### config.mk
export PLATFORM = sky130hd
export DESIGN_NAME = operand_bypass
export DESIGN_NICKNAME = d
export VERILOG_FILES = /design/src/rtl/byp_pkg.sv /design/src/rtl/byp_match.sv /design/src/rtl/byp_sel.sv /design/src/rtl/byp_mux.sv /design/src/rtl/operand_bypass.sv
export SDC_FILE = /design/constraint.sdc
export NUM_CORES = 1
export LEC_CHECK = 0
export ABC_AREA = 0
export BUFFER_PORTS_ARGS = -buffer_cell sky130_fd_sc_hd__buf_2
export CAP_MARGIN = 20
export CORE_AREA = 2 2 84 86
export DETAILED_ROUTE_END_ITERATION = 16
export DIE_AREA = 0 0 86 88
export GPL_TIMING_DRIVEN = 0
export PLACE_DENSITY = 0.81
export SYNTH_ARGS = -nofsm -noshare
export SYNTH_HDL_FRONTEND = slang
export SYNTH_SLANG_ARGS = --single-unit
### constraint.sdc
create_clock -name vclk -period 2.3
set_clock_uncertainty 0.1 [all_clocks]
set_input_delay 0.115 -clock vclk [all_inputs]
set_output_delay 0.115 -clock vclk [all_outputs]
set_load 0.02 [all_outputs]
### src/rtl/byp_pkg.sv
package byp_pkg;
  localparam int unsigned N_OPND = 2;

  typedef enum logic [1:0] {
    BYP_RF  = 2'b00,
    BYP_WB  = 2'b01,
    BYP_MEM = 2'b10
  } byp_src_e;
endpackage

### src/rtl/byp_match.sv
module byp_match #(
  parameter int unsigned REG_AW = 5
) (
  input  logic              wen_i,
  input  logic [REG_AW-1:0] rd_i,
  input  logic [REG_AW-1:0] rs_i,
  output logic              hit_o
);
  logic rd_nonzero;
  assign rd_nonzero = |rd_i;
  assign hit_o      = wen_i && rd_nonzero && (rd_i == rs_i);
endmodule

### src/rtl/byp_sel.sv
module byp_sel
  import byp_pkg::*;
#(
  parameter int unsigned REG_AW = 5
) (
  input  logic [REG_AW-1:0] rs_i,
  input  logic              mem_wen_i,
  input  logic [REG_AW-1:0] mem_rd_i,
  input  logic              wb_wen_i,
  input  logic [REG_AW-1:0] wb_rd_i,
  output byp_src_e          sel_o
);
  logic hit_mem, hit_wb;

  byp_match #(.REG_AW(REG_AW)) u_match_mem (
    .wen_i(mem_wen_i), .rd_i(mem_rd_i), .rs_i(rs_i), .hit_o(hit_mem)
  );
  byp_match #(.REG_AW(REG_AW)) u_match_wb (
    .wen_i(wb_wen_i), .rd_i(wb_rd_i), .rs_i(rs_i), .hit_o(hit_wb)
  );

  // younger result wins
  always_comb begin
    sel_o = BYP_RF;
    if (hit_mem)     sel_o = BYP_MEM;
    else if (hit_wb) sel_o = BYP_WB;
  end
endmodule

### src/rtl/byp_mux.sv
module byp_mux
  import byp_pkg::*;
#(
  parameter int unsigned XLEN = 32
) (
  input  byp_src_e          sel_i,
  input  logic [XLEN-1:0]   rf_i,
  input  logic [XLEN-1:0]   mem_i,
  input  logic [XLEN-1:0]   wb_i,
  output logic [XLEN-1:0]   opnd_o
);
  always_comb begin
    unique case (sel_i)
      BYP_MEM: opnd_o = mem_i;
      BYP_WB:  opnd_o = wb_i;
      default: opnd_o = rf_i;
    endcase
  end
endmodule

### src/rtl/operand_bypass.sv
module operand_bypass
  import byp_pkg::*;
#(
  parameter int unsigned XLEN   = 32,
  parameter int unsigned REG_AW = 5
) (
  input  logic [REG_AW-1:0] ex_rs1_i,
  input  logic [REG_AW-1:0] ex_rs2_i,
  input  logic [XLEN-1:0]   rf_rs1_data_i,
  input  logic [XLEN-1:0]   rf_rs2_data_i,
  input  logic              exmem_wen_i,
  input  logic [REG_AW-1:0] exmem_rd_i,
  input  logic [XLEN-1:0]   exmem_res_i,
  input  logic              memwb_wen_i,
  input  logic [REG_AW-1:0] memwb_rd_i,
  input  logic [XLEN-1:0]   memwb_data_i,
  output logic [XLEN-1:0]   alu_a_o,
  output logic [XLEN-1:0]   alu_b_o,
  output logic [1:0]        sel_a_o,
  output logic [1:0]        sel_b_o
);
  logic [REG_AW-1:0] rs    [N_OPND];
  logic [XLEN-1:0]   rf_d  [N_OPND];
  logic [XLEN-1:0]   opnd  [N_OPND];
  byp_src_e          sel   [N_OPND];

  assign rs[0]   = ex_rs1_i;
  assign rs[1]   = ex_rs2_i;
  assign rf_d[0] = rf_rs1_data_i;
  assign rf_d[1] = rf_rs2_data_i;

  for (genvar k = 0; k < N_OPND; k++) begin : g_opnd
    byp_sel #(.REG_AW(REG_AW)) u_sel (
      .rs_i      (rs[k]),
      .mem_wen_i (exmem_wen_i),
      .mem_rd_i  (exmem_rd_i),
      .wb_wen_i  (memwb_wen_i),
      .wb_rd_i   (memwb_rd_i),
      .sel_o     (sel[k])
    );
    byp_mux #(.XLEN(XLEN)) u_mux (
      .sel_i  (sel[k]),
      .rf_i   (rf_d[k]),
      .mem_i  (exmem_res_i),
      .wb_i   (memwb_data_i),
      .opnd_o (opnd[k])
    );
  end

  assign alu_a_o = opnd[0];
  assign alu_b_o = opnd[1];
  assign sel_a_o = sel[0];
  assign sel_b_o = sel[1];
endmodule

==> metrics <==
post-route design area 3910 µm²; Final ANT Viol Nets 0; CP max stage cell xor2_2; WL final 14000 µm; Netlist cell types 22; Detail Placement HPWL 10900 µm; IO Pins 218; Slew HR 66.6%; Buffers & Inverters on Critical Path 4; Seq. cell area 0 µm²; sequential share of the synthesized area 0%; status finished clean; Syn Area/Cell 5.57 µm²; Die W 86 µm; Slew Limit Fails 0; Hold Violations, Final 0; Setup crit end kind output port; antenna violations before repair 0; Initial Util 38.9%; Filler cells 698; Final Cycle Share 99.0%; Die Ht 88 µm; synth-to-layout area growth 51.1%; Wirelength per Cell 18.4 µm; Hold Slack 510 ps; leakage power total 0.00150 µW; Critical Path Most Common Cell buf_2; syn nets 614; Synth Instances 464; Total Nets Final 833; largest net degree at the start of global routing 11; Hold Buf Count CTS 0; global-route wire length before repair 20500 µm; Vias 4830; I/O Buffers 218; Tot GR Track Use 33.1%; num rows 30; CP cell instances buf_2 > xor2_2 > or3_1 > clkbuf_1 > clkbuf_2 > o31ai_1 > a31oi_1 > buf_2; placed instance area 3780 µm²; CLK BUF 0; Warnings, synthesis 0; total of max-cap violations 0; Vias/cell 6.35; worst min path class in2out; Post-Route Setup TNS 0 ps; DRT iter0 DRCs 478; Post-Syn Area 2580 µm²; Multi-input gate area 2380 µm²; num sequential 0; Pwr per Cell Area 249 nW/µm²; Core Box Area 6640 µm²; PnR Total Power 971 µW; worst path arrival time 2060 ps; CP Class in2out; startpoint types input pin; critical path's top delay family buffers and inverters; final setup fails 0; min Tclk post-route 2280 ps; vias in the first global route 4467; antenna cells 0; WP data required 2090 ps; Max Clock Freq 439 MHz; TritonRoute pass-1 iters 5; final core utilization 58.8%; GR Overflow Total 0; Worst Tran Pin Value 500 ps; Post-route DRC 0; CP max stage delay 350 ps; share of layout cells above drive strength 1 40.1%; CP max FO 10; GPL Wtd Cong 0.968; Die Area 7570 µm²; Max VDD drop 0.115 mV
report_power, final:
part / internal [µW] / total, µW / switching [µW]
clock: 0 / 0 / 0
sequential: 0 / 0 / 0
combinational: 317 / 971 / 654
total: 317 / 971 / 654
kinds of logic after synthesis:
logic type | Yosys count | synth area share (%)
and+or+nand+nor | 236 | 45.4
AOI/OAI and AO/OA | 133 | 36.0
xor gates and xnor gates | 20 | 6.78
buffers and inverters | 75 | 11.8
tightest hold or removal path, stage by stage:
cell and delay [ps]:
buf_2 100, o31ai_1 50, a31oi_1 70, buf_2 160
path summary, 6_finish.rpt:
check,start,to,cells after the start
worst max-delay path,memwb_rd_i[0],alu_b_o[10],8
worst min-delay path,rf_rs2_data_i[21],alu_b_o[21],4
routing by layer:
metal,GRT usage (%),vias to the layer above,wire length (µm)
li1,-,2243,-
met1,41.2,2165,5280
met5,0,-,0
met4,12.6,0,405
met2,59.5,373,6810
met3,2.45,49,1530
repair_timing:
action | CTS | global route
endpoints found under the setup margin | 46 | 60
gates resized for setup | 11 | 37
pin swaps | 0 | 1
buffers inserted | 0 | 1
placed cells by master, fill, tap and decap left out, types with 2 or more instances in the layout:
cell / n
nor4_2: 2
buf_4: 4
nor4_1: 64
nand2_1: 96
clkbuf_1: 37
a211oi_2: 2
o211ai_4: 2
o31ai_2: 3
a31oi_1: 64
xor2_2: 6
nand4_1: 2
xnor2_1: 10
clkbuf_2: 19
or3_1: 2
nor3_1: 64
inv_2: 2
buf_2: 228
xor2_1: 4
o31ai_1: 61
or2_1: 3
cells in the mapped netlist (all sizes together) (2+ instances only):
cell    instances  area [µm²]
a211oi          2        15.0
a31oi          64         400
buf            15        80.1
clkbuf         57         214
inv             3        11.3
nand2          96         360
nand4           2        12.5
nor3           64         320
nor4           67         432
o211ai          2        25.0
o31ai          64         480
or2             4        25.0
or3             2        12.5
xnor2          10        87.6
xor2           10        87.6
area by class of cell:
cell class	instances	area share (%)
Timing Repair Buffer	219	28.1
Buffer	70	8.04
Multi-Input combinational cell	389	61.0
Inverter	3	0.288
Tap cell	80	2.56
stage by stage:
step / setup slack, ps / cells
after floorplan: 411 / 464
after global placement: -161 / 762
after detailed placement: -234 / 762
after CTS: 1.68 / 762
after global routing: -15.7 / 761
final: 23.8 / 761
(Power assumes the default switching activity.)
